**config.mk**
```make
export PLATFORM = sky130hd
export DESIGN_NAME = sid_tid_evcnt
export DESIGN_NICKNAME = d
export VERILOG_FILES = /design/src/rtl/sid_tid_evcnt_pkg.sv /design/src/rtl/sid_tid_idmatch.sv /design/src/rtl/sid_tid_chanfilt.sv /design/src/rtl/sid_tid_counter.sv /design/src/rtl/sid_tid_evcnt.sv
export SDC_FILE = /design/constraint.sdc
export NUM_CORES = 1
export LEC_CHECK = 0
export ABC_AREA = 1
export CELL_PAD_IN_SITES_DETAIL_PLACEMENT = 0
export CELL_PAD_IN_SITES_GLOBAL_PLACEMENT = 1
export CORE_ASPECT_RATIO = 1.5
export CORE_MARGIN = 3
export CORE_UTILIZATION = 35
export DETAILED_ROUTE_END_ITERATION = 16
export GPL_TIMING_DRIVEN = 0
export PLACE_DENSITY = 0.79
export SETUP_SLACK_MARGIN = 0.5
export SYNTH_ARGS = -nofsm -noshare
export SYNTH_HDL_FRONTEND = slang
export SYNTH_SLANG_ARGS = --single-unit
```
**constraint.sdc**
```tcl
create_clock -name clk -period 1.65 [get_ports clk]
set_input_delay 0.2475 -clock clk [delete_from_list [all_inputs] [get_ports clk]]
set_output_delay 0.2475 -clock clk [all_outputs]
set_load 0.005 [all_outputs]
```
**src/rtl/sid_tid_evcnt_pkg.sv**
```systemverilog
package sid_tid_evcnt_pkg;
    localparam int REG_W   = 32;
    localparam int ADDR_W  = 3;
    localparam int ID_W    = 11;
    localparam int EVT_W   = 8;
    localparam int CNT_W   = 48;
    localparam int SEL_W   = 2;
    localparam int MSK_LSB = 16;

    localparam logic [EVT_W-1:0] CHAN_WIN_LO = 8'h47;
    localparam logic [EVT_W-1:0] CHAN_WIN_HI = 8'h59;

    localparam logic [ADDR_W-1:0] A_CTRL  = 3'd0;
    localparam logic [ADDR_W-1:0] A_SRC   = 3'd1;
    localparam logic [ADDR_W-1:0] A_TGT   = 3'd2;
    localparam logic [ADDR_W-1:0] A_CNTLO = 3'd3;
    localparam logic [ADDR_W-1:0] A_CNTHI = 3'd4;
    localparam logic [ADDR_W-1:0] A_CMD   = 3'd5;

    typedef enum logic {
        ST_IDLE = 1'b0,
        ST_RUN  = 1'b1
    } run_state_e;

    typedef struct packed {
        logic [EVT_W-1:0] code;
        logic [SEL_W-1:0] chan_sel;
        logic             tgt_en;
        logic             src_en;
        logic             run;
    } ctrl_t;
endpackage

```
**src/rtl/sid_tid_idmatch.sv**
```systemverilog
module sid_tid_idmatch #(
    parameter int ID_W = 11
) (
    input  logic            en,
    input  logic [ID_W-1:0] cmp,
    input  logic [ID_W-1:0] msk,
    input  logic [ID_W-1:0] id,
    output logic            pass
);
    logic [ID_W-1:0] diff;

    always_comb begin
        diff = (id ^ cmp) & ~msk;
        pass = !en || (diff == '0);
    end
endmodule

```
**src/rtl/sid_tid_chanfilt.sv**
```systemverilog
module sid_tid_chanfilt #(
    parameter int                EVT_W  = 8,
    parameter int                SEL_W  = 2,
    parameter logic [EVT_W-1:0]  WIN_LO = 8'h47,
    parameter logic [EVT_W-1:0]  WIN_HI = 8'h59
) (
    input  logic [EVT_W-1:0] code,
    input  logic [SEL_W-1:0] sel,
    input  logic             ext,
    output logic             pass
);
    logic in_win;
    logic ch_ok;

    always_comb begin
        in_win = (code >= WIN_LO) && (code <= WIN_HI);
        unique case (sel)
            2'b00:        ch_ok = 1'b1;
            2'b01, 2'b11: ch_ok = ext;
            2'b10:        ch_ok = !ext;
            default:      ch_ok = 1'b1;
        endcase
        pass = !in_win || ch_ok;
    end
endmodule

```
**src/rtl/sid_tid_counter.sv**
```systemverilog
module sid_tid_counter #(
    parameter int CNT_W = 48,
    parameter int LO_W  = 32
) (
    input  logic             clk,
    input  logic             rst_n,
    input  logic             clr,
    input  logic             load_lo,
    input  logic             load_hi,
    input  logic [LO_W-1:0]  load_data,
    input  logic             inc,
    output logic [CNT_W-1:0] cnt,
    output logic             ovf
);
    localparam int HI_W = CNT_W - LO_W;

    always_ff @(posedge clk or negedge rst_n) begin
        if (!rst_n) begin
            cnt <= '0;
            ovf <= 1'b0;
        end else if (clr) begin
            cnt <= '0;
            ovf <= 1'b0;
        end else if (load_lo || load_hi) begin
            if (load_lo) cnt[LO_W-1:0]     <= load_data;
            if (load_hi) cnt[CNT_W-1:LO_W] <= load_data[HI_W-1:0];
        end else if (inc) begin
            cnt <= cnt + 1'b1;
            if (&cnt) ovf <= 1'b1;
        end
    end

    p_wrap_ovf_r8: assert property (@(posedge clk) disable iff (!rst_n)
        (inc && !clr && !load_lo && !load_hi && (&cnt)) |=> (cnt == '0 && ovf));

    p_ovf_sticky_r8: assert property (@(posedge clk) disable iff (!rst_n)
        (ovf && !clr) |=> ovf);

    p_clear_r9: assert property (@(posedge clk) disable iff (!rst_n)
        clr |=> (cnt == '0 && !ovf));
endmodule

```
**src/rtl/sid_tid_evcnt.sv**
```systemverilog
module sid_tid_evcnt
    import sid_tid_evcnt_pkg::*;
(
    input  logic              clk,
    input  logic              rst_n,
    input  logic              wr_en,
    input  logic [ADDR_W-1:0] wr_addr,
    input  logic [REG_W-1:0]  wr_data,
    input  logic [ADDR_W-1:0] rd_addr,
    output logic [REG_W-1:0]  rd_data,
    input  logic              ev_valid,
    input  logic [EVT_W-1:0]  ev_code,
    input  logic [ID_W-1:0]   ev_src,
    input  logic [ID_W-1:0]   ev_tgt,
    input  logic              ev_ext
);
    localparam int NFILT = 2;

    run_state_e      state_q, state_d;
    ctrl_t           ctrl_q;
    logic [ID_W-1:0] cmp_q [NFILT];
    logic [ID_W-1:0] msk_q [NFILT];
    logic [ID_W-1:0] ev_id [NFILT];
    logic            en_f  [NFILT];
    logic            id_ok [NFILT];
    logic            chan_ok;
    logic            count_en;
    logic            hit;
    logic            wr_ctrl, wr_clr, wr_lo, wr_hi;
    logic [CNT_W-1:0] cnt;
    logic            ovf;
    logic            unused_wr_bits;

    assign unused_wr_bits = ^wr_data;

    always_comb begin
        wr_ctrl = wr_en && (wr_addr == A_CTRL);
        wr_lo   = wr_en && (wr_addr == A_CNTLO);
        wr_hi   = wr_en && (wr_addr == A_CNTHI);
        wr_clr  = wr_en && (wr_addr == A_CMD) && wr_data[0];
    end

    // state register
    always_ff @(posedge clk or negedge rst_n) begin
        if (!rst_n) state_q <= ST_IDLE;
        else        state_q <= state_d;
    end

    // next state and outputs
    always_comb begin
        state_d  = state_q;
        count_en = 1'b0;
        unique case (state_q)
            ST_IDLE: if (wr_ctrl && wr_data[0])  state_d = ST_RUN;   // T_START
            ST_RUN: begin
                count_en = 1'b1;
                if (wr_ctrl && !wr_data[0])      state_d = ST_IDLE;  // T_STOP
            end
        endcase
    end

    // configuration registers
    always_ff @(posedge clk or negedge rst_n) begin
        if (!rst_n) begin
            ctrl_q <= '0;
            for (int i = 0; i < NFILT; i++) begin
                cmp_q[i] <= '0;
                msk_q[i] <= '0;
            end
        end else if (wr_en) begin
            if (wr_addr == A_CTRL) begin
                ctrl_q.run      <= wr_data[0];
                ctrl_q.src_en   <= wr_data[1];
                ctrl_q.tgt_en   <= wr_data[2];
                ctrl_q.chan_sel <= wr_data[5:4];
                ctrl_q.code     <= wr_data[8 +: EVT_W];
            end
            for (int i = 0; i < NFILT; i++) begin
                if (wr_addr == A_SRC + ADDR_W'(i)) begin
                    cmp_q[i] <= wr_data[ID_W-1:0];
                    msk_q[i] <= wr_data[MSK_LSB +: ID_W];
                end
            end
        end
    end

    assign ev_id[0] = ev_src;
    assign ev_id[1] = ev_tgt;
    assign en_f[0]  = ctrl_q.src_en;
    assign en_f[1]  = ctrl_q.tgt_en;

    for (genvar g = 0; g < NFILT; g++) begin : g_idm
        sid_tid_idmatch #(.ID_W(ID_W)) u_match (
            .en   (en_f[g]),
            .cmp  (cmp_q[g]),
            .msk  (msk_q[g]),
            .id   (ev_id[g]),
            .pass (id_ok[g])
        );
    end

    sid_tid_chanfilt #(
        .EVT_W (EVT_W),
        .SEL_W (SEL_W),
        .WIN_LO(CHAN_WIN_LO),
        .WIN_HI(CHAN_WIN_HI)
    ) u_chan (
        .code (ev_code),
        .sel  (ctrl_q.chan_sel),
        .ext  (ev_ext),
        .pass (chan_ok)
    );

    assign hit = count_en && ev_valid && (ev_code == ctrl_q.code)
               && id_ok[0] && id_ok[1] && chan_ok;

    sid_tid_counter #(.CNT_W(CNT_W), .LO_W(REG_W)) u_cnt (
        .clk       (clk),
        .rst_n     (rst_n),
        .clr       (wr_clr),
        .load_lo   (wr_lo),
        .load_hi   (wr_hi),
        .load_data (wr_data),
        .inc       (hit),
        .cnt       (cnt),
        .ovf       (ovf)
    );

    always_comb begin
        rd_data = '0;
        unique case (rd_addr)
            A_CTRL: begin
                rd_data[0]           = ctrl_q.run;
                rd_data[1]           = ctrl_q.src_en;
                rd_data[2]           = ctrl_q.tgt_en;
                rd_data[5:4]         = ctrl_q.chan_sel;
                rd_data[8 +: EVT_W]  = ctrl_q.code;
            end
            A_SRC, A_TGT: begin
                rd_data[ID_W-1:0]       = cmp_q[rd_addr == A_TGT];
                rd_data[MSK_LSB +: ID_W] = msk_q[rd_addr == A_TGT];
            end
            A_CNTLO: rd_data = cnt[REG_W-1:0];
            A_CNTHI: begin
                rd_data[CNT_W-REG_W-1:0] = cnt[CNT_W-1:REG_W];
                rd_data[REG_W-1]         = ovf;
            end
            default: rd_data = '0;
        endcase
    end

    p_idle_hold_r2: assert property (@(posedge clk) disable iff (!rst_n)
        (state_q == ST_IDLE && !wr_en) |=> $stable(cnt));

    p_code_gate_r3: assert property (@(posedge clk) disable iff (!rst_n)
        (ev_code != ctrl_q.code && !wr_en) |=> $stable(cnt));

    p_chan_normal_r6: assert property (@(posedge clk) disable iff (!rst_n)
        (ev_code >= CHAN_WIN_LO && ev_code <= CHAN_WIN_HI && ctrl_q.chan_sel == 2'b10
         && ev_ext && !wr_en) |=> $stable(cnt));

    p_run_state_r1: assert property (@(posedge clk) disable iff (!rst_n)
        (state_q == ST_RUN) == ctrl_q.run);
endmodule

```
Word level (Yosys, flattened, before mapping) --
Cells that the tools add are included.
Storage, ports and cells: flip-flop bits (word level) 107, bits of input ports 73, output and inout port bits 32, logic and storage cells 109
Cells by class: add/subtract/negate cells 1, $lt $le $gt $ge 3, equality and inequality tests 16, mux-type cells 29, bitwise operators 8, reduce and logical (&&, ||, !) cells 39
Operators by type and width (count):
- 48-bit 2-to-1 mux | 3
- 11-bit 2-to-1 mux | 6
- 48-bit by 1-bit adder with 48-bit output, second input constant | 1
- 48-bit AND reduction | 1
- 32-bit 2-to-1 mux | 1
- 3-bit one-hot mux with 4 select lines | 2
- 11-bit bitwise AND | 2
- 11-bit logical NOT | 2
- 11-bit NOT | 2
- 11-bit one-hot mux with 2 select lines | 1
- 11-bit bitwise XOR | 2
- 16-bit 2-to-1 mux | 1
- 5-bit one-hot mux with 3 select lines | 1
- 1-bit logical AND | 13
- 3-bit by 2-bit == test with 1-bit output, second input constant | 4
- 2-bit AND reduction | 5
- 3-bit == test, second input constant | 3
- 8-bit == test | 1
- 8-bit by 7-bit >= comparator with 1-bit output, second input constant | 1
- 8-bit by 7-bit less-or-equal comparator with 1-bit output, second input constant | 1
- 2-bit one-hot mux with 4 select lines | 1
- 1-bit 2-to-1 mux | 7
- 3-bit by 1-bit == test with 1-bit output, second input constant | 2
- 3-bit logical NOT | 2
- 18 further kinds | 31

Logic depth before layout (Yosys ltp) --
depth in word-level cells 10, mapped depth 14, depth with buffers taken out 13

Modules after synthesis --
A second synthesis with hierarchy kept.
Unflattened totals: cell total of the unflattened synthesis 1278, area total of the unflattened synthesis 7768.7 um^2
By module, submodules not included:
- sid_tid_counter | times used 1, cells each 628, area an instance 3841.2 um^2, seq. area each 1226.2 um^2
- sid_tid_evcnt | times used 1, cells each 503, area an instance 3310.7 um^2, seq. area each 1426.4 um^2
- sid_tid_idmatch | times used 2, cells each 66, area an instance 277.8 um^2, seq. area each 0.0 um^2
- sid_tid_chanfilt | times used 1, cells each 15, area an instance 61.3 um^2, seq. area each 0.0 um^2

Worst setup path after synthesis --
Ideal clock, no wire load.
kind register -> register, start register u_cnt.cnt[0], end register u_cnt.cnt[32], library setup time 0.065 ns, data arrival time 1.710 ns, data required time 1.585 ns, path slack -0.125 ns, cell stages (with the launch flop) 11, path buffers 0, clock period less this slack 1.775 ns, path through dfrtp_1 > ha_1 > nand3_1 > inv_1 > nand2_1 > nor2_1 > nand2_1 > xor2_1 > a21oi_1 > nand3_1 > nand2_1
Between the ends: word-level cells in the longest chain between the ends 4
Ends and longest elaborated chain:
- from (decl) | line sid_tid_counter.sv:12 | output logic [CNT_W-1:0] cnt,
- from (signal, indexed assignment) | line sid_tid_counter.sv:25 | if (load_lo) cnt[LO_W-1:0] <= load_data;
- from (signal, indexed assignment) | line sid_tid_counter.sv:26 | if (load_hi) cnt[CNT_W-1:LO_W] <= load_data[HI_W-1:0];
- from (signal assigned) | line sid_tid_counter.sv:28 | cnt <= cnt + 1'b1;
- 48-bit by 1-bit adder with 48-bit output | line sid_tid_counter.sv:28
- 48-bit 2-to-1 mux | line sid_tid_counter.sv:27 | end else if (inc) begin
- 48-bit 2-to-1 mux | line sid_tid_counter.sv:24 | end else if (load_lo || load_hi) begin
- 48-bit 2-to-1 mux | line sid_tid_counter.sv:21 | end else if (clr) begin
Every way passes these cells. The select of a mux whose other input is x is not followed. A chain may end at the register's enable or synchronous reset.

Worst setup path after layout --
start input ev_code[3], end register u_cnt.cnt[42]
Between the ends: word-level cells in the longest chain between the ends 7, elaborated cells on any way between the ends 12, those cells by class 2 x order compare; 1 x eq/ne; 9 x reduce/logical
Ends and longest elaborated chain:
- from (decl) | line sid_tid_evcnt.sv:12 | input logic [EVT_W-1:0] ev_code,
- 8-bit by 7-bit >= comparator with 1-bit output, or another cell as far along | line sid_tid_chanfilt.sv:16 | in_win = (code >= WIN_LO) && (code <= WIN_HI);
- 1-bit logical AND, on equally long branches | line sid_tid_chanfilt.sv:16, sid_tid_evcnt.sv:114
- 1-bit logical NOT or 1-bit logical AND (tied branches) | line sid_tid_chanfilt.sv:23, sid_tid_evcnt.sv:115
- 1-bit logical OR or 1-bit logical AND (tied branches) | line sid_tid_chanfilt.sv:23, sid_tid_evcnt.sv:115
- 1-bit logical AND * | line sid_tid_evcnt.sv:115 | && id_ok[0] && id_ok[1] && chan_ok;
- 3-bit nonzero test (no source line) *
- 2-bit AND reduction (no source line) *
Every way passes the cells marked *; elsewhere a longest branch is shown, timed or not.

==> results.txt <==
Final Cell Area -> 11,000 µm²
clock buffer depth -> 2
Multi-input gate area -> 4908 µm²
Die ar. -> 23,330 µm²
die height -> 185.6 µm
TritonCTS buffer count -> 9
Total Power -> 10,660 µW
HP Class -> in -> async
Ys Warns -> 0
Post-Route WL -> 35.73 mm
cells after synthesis -> 1,206
CTS tree -> yes
GRT overflow -> 0
Top Ports -> 105
vias per inst -> 5.360
outcome -> finished, violations left
root buffer selected by CTS -> clkbuf_16
Worst Path Required -> 1.95 ns
vias in the first global route -> 8,801
Leakage -> 0.005061 µW
average size of a mapped cell -> 6.239 µm²
sequential share of the synthesized area -> 0.3525
crit path kind -> in -> reg
initial antenna violation count -> 0
clock slew at reported path FFs -> 0.08 ns
core footprint -> 21,060 µm²
Post-synth EDFFs -> 0
Yosys cell types -> 37
DP Area -> 9171 µm²
largest net degree at the start of global routing -> 79
failing checks -> negative setup slack
Clock Latency Late Sink -> 0.37 ns
crit share post-route -> 1.183
DR vias -> 8,919
Setup violations, final -> 62
post-route setup slack -> -0.3027 ns
first-pass GRT wire length -> 52.41 mm
power density over cell area -> 968.6 nW/µm²
drt pass-1 iters -> 7
CP startpoint kind -> primary input
crit path DAT -> 2.25 ns
DR DRC count -> 0
Routed Antenna Nets -> 0
synth cell count leaders -> nand2_1, inv_1, nor2_1
FP Rows -> 65
WL per Instance -> 21.47 µm
count leader, synth -> nand2_1
crit end category -> register
area leader, netlist -> dfrtp_1
Area growth syn-to-layout -> 46.21%
Max Clock Freq -> 512.1 MHz
minimum clock period after layout -> 1.953 ns
max-slew violations -> 0
worst slew pin tran -> 0.5513 ns
clock skew -> 0.01550 ns
R2R setup slack -> -0.28 ns
fill count -> 2,131
H-tree depth -> 3
clk sinks -> 106
Die X-Extent -> 125.7 µm
relative slew slack -> 0.6325
top cell type's share of synthesized area -> 0.3525
DPL Wire Length -> 27.24 mm
VDD IR max -> 0.0004849 V
synthesized area -> 7525 µm²
max-cap violation count -> 0
nets -> 1,465
RSZ-0062 raised after global routing -> yes
layout cell share with drive strength beyond 1 -> 0.2550
port bufs -> 104
fraction of registers with async set/reset -> 1.000
DRC marker count from the first detailed-route iteration -> 556
ranking of synthesized cells by area -> dfrtp_1, nand2_1, inv_1, nand3_1, o21ai_0
initial core utilization -> 0.3572
Synth Flop Type -> dfrtp_1
Synth Register Bits -> 106
Fin. Hold Viols -> 0
GRT Resource Usage Total -> 0.3006
CP max FO -> 7
syn nets -> 1,280
Antenna Cells -> 0
GPL Wtd Cong -> 1.032
FF+latch area -> 2680 µm²
[final timing paths]
check                                      start                         to  cells after the start
min in group clk                           wr_en  u_cnt.cnt[15]$_DFFE_PN0P_                      5
max reg2reg                ctrl_q[8]$_DFFE_PN0P_  u_cnt.cnt[42]$_DFFE_PN0P_                     13
max                                   ev_code[3]  u_cnt.cnt[42]$_DFFE_PN0P_                     15
min reg2reg                 msk_q[4]$_DFFE_PN0P_       msk_q[4]$_DFFE_PN0P_                      2
min                                        rst_n  u_cnt.cnt[45]$_DFFE_PN0P_                      2
max in group asynchronous                  rst_n       cmp_q[6]$_DFFE_PN0P_                      3
[stage by stage]
| step | std cells | setup TNS [ns] | worst slack (ns) | util | hold slack, ns |
|---|---|---|---|---|---|
| floorplan | 1206 | 0 | 0.1020 | - | -0.04809 |
| global placement | 1578 | -536.23 | -4.539 | 0.4340 | 0.4664 |
| detailed placement | 1579 | -103.69 | -1.188 | 0.4354 | 0.1453 |
| CTS | 1651 | -11.68 | -0.2698 | 0.4992 | 0.3182 |
| global route | 1664 | -17.84 | -0.3779 | 0.5223 | 0.3637 |
| finish | 1664 | -13.12 | -0.3027 | 0.5223 | 0.3231 |
[what timing repair did]
item / CTS / global route
gates resized for setup: 360 / 107
pin swaps: 43 / 41
endpoints found under the setup margin: 138 / 181
setup buffers: 51 / 10
endpoints found under the hold margin: 28 / 0
cloned: 4 / 3
hold buffers: 1 / 0
[report_power, final]
part / switching, µW / internal, µW / total (µW)
Combinational: 2330 / 1860 / 4190
Sequential: 998 / 3300 / 4300
Clock: 1120 / 1050 / 2170
Total: 4450 / 6210 / 10700
[metal layers]
| metal | track usage | vias up | wire length, µm |
|---|---|---|---|
| li1 | - | 4253 | - |
| met5 | 0 | - | 0 |
| met1 | 0.3305 | 4181 | 13060 |
| met2 | 0.5296 | 347 | 18080 |
| met3 | 0.02440 | 138 | 1346 |
| met4 | 0.2439 | 0 | 3243 |
[cells by family (layout without fill, tap and decap cells)]
group           count (synthesis)  in the layout  share of synthesized area
compound gates                193            193                     0.1418
xor+xnor                       16             16                    0.01862
fa+ha+maj                       1              1                   0.001663
buf+inv                       201            391                     0.1072
flops                         106            106                     0.3525
mux                             3              3                   0.004157
simple gates                  686            686                     0.3740
[cell usage in the layout, fill, tap and decap left out, types with 5 or more instances in the layout]
master	count
a21oi_4	6
o22ai_2	7
o221ai_2	6
inv_2	18
clkdlybuf4s50_1	64
buf_6	26
nor2_1	88
nand2_1	395
nand3_2	10
nand4_1	16
nand3_4	5
inv_4	11
o211ai_1	13
buf_4	39
inv_1	123
nor2_2	14
nor2_4	24
a21oi_1	44
xor2_1	12
nand2_4	7
dfrtp_2	22
o21ai_0	74
buf_2	39
o21ai_4	11
buf_8	11
o2111ai_2	5
nand3_1	100
nand2_2	17
o21ai_2	9
clkbuf_2	6
clkbuf_16	20
clkbuf_4	9
dfrtp_1	84
a21oi_2	6
[sequential cells by signal (all words and copies together), names as in the netlist]
| signal | count |
|---|---|
| u_cnt.cnt | 48 |
| cmp_q | 22 |
| msk_q | 22 |
| ctrl_q | 13 |
| u_cnt.ovf | 1 |
[worst max-delay path, cell delays in order]
cell and delay (ns):
clkdlybuf4s50_1 0.54, inv_1 0.06, nand2_1 0.05, nand2_1 0.06, inv_1 0.05, nand2_1 0.05
nor2_1 0.12, nand3_1 0.10, nor2_2 0.17, nand3_2 0.15, nand3_4 0.18, buf_12 0.17
clkbuf_16 0.15, nand3_1 0.06, nand2_1 0.09
[cell type report]
class | count | area share
Clock buffer | 10 | 0.02081
Tap cell | 268 | 0.03048
Multi-Input combinational cell | 899 | 0.4462
Inverter | 156 | 0.05800
Sequential cell | 106 | 0.2436
Clock inverter | 6 | 0.004549
Buffer | 45 | 0.04413
Timing Repair Buffer | 174 | 0.1523
Power figures use the tool's default switching activity.
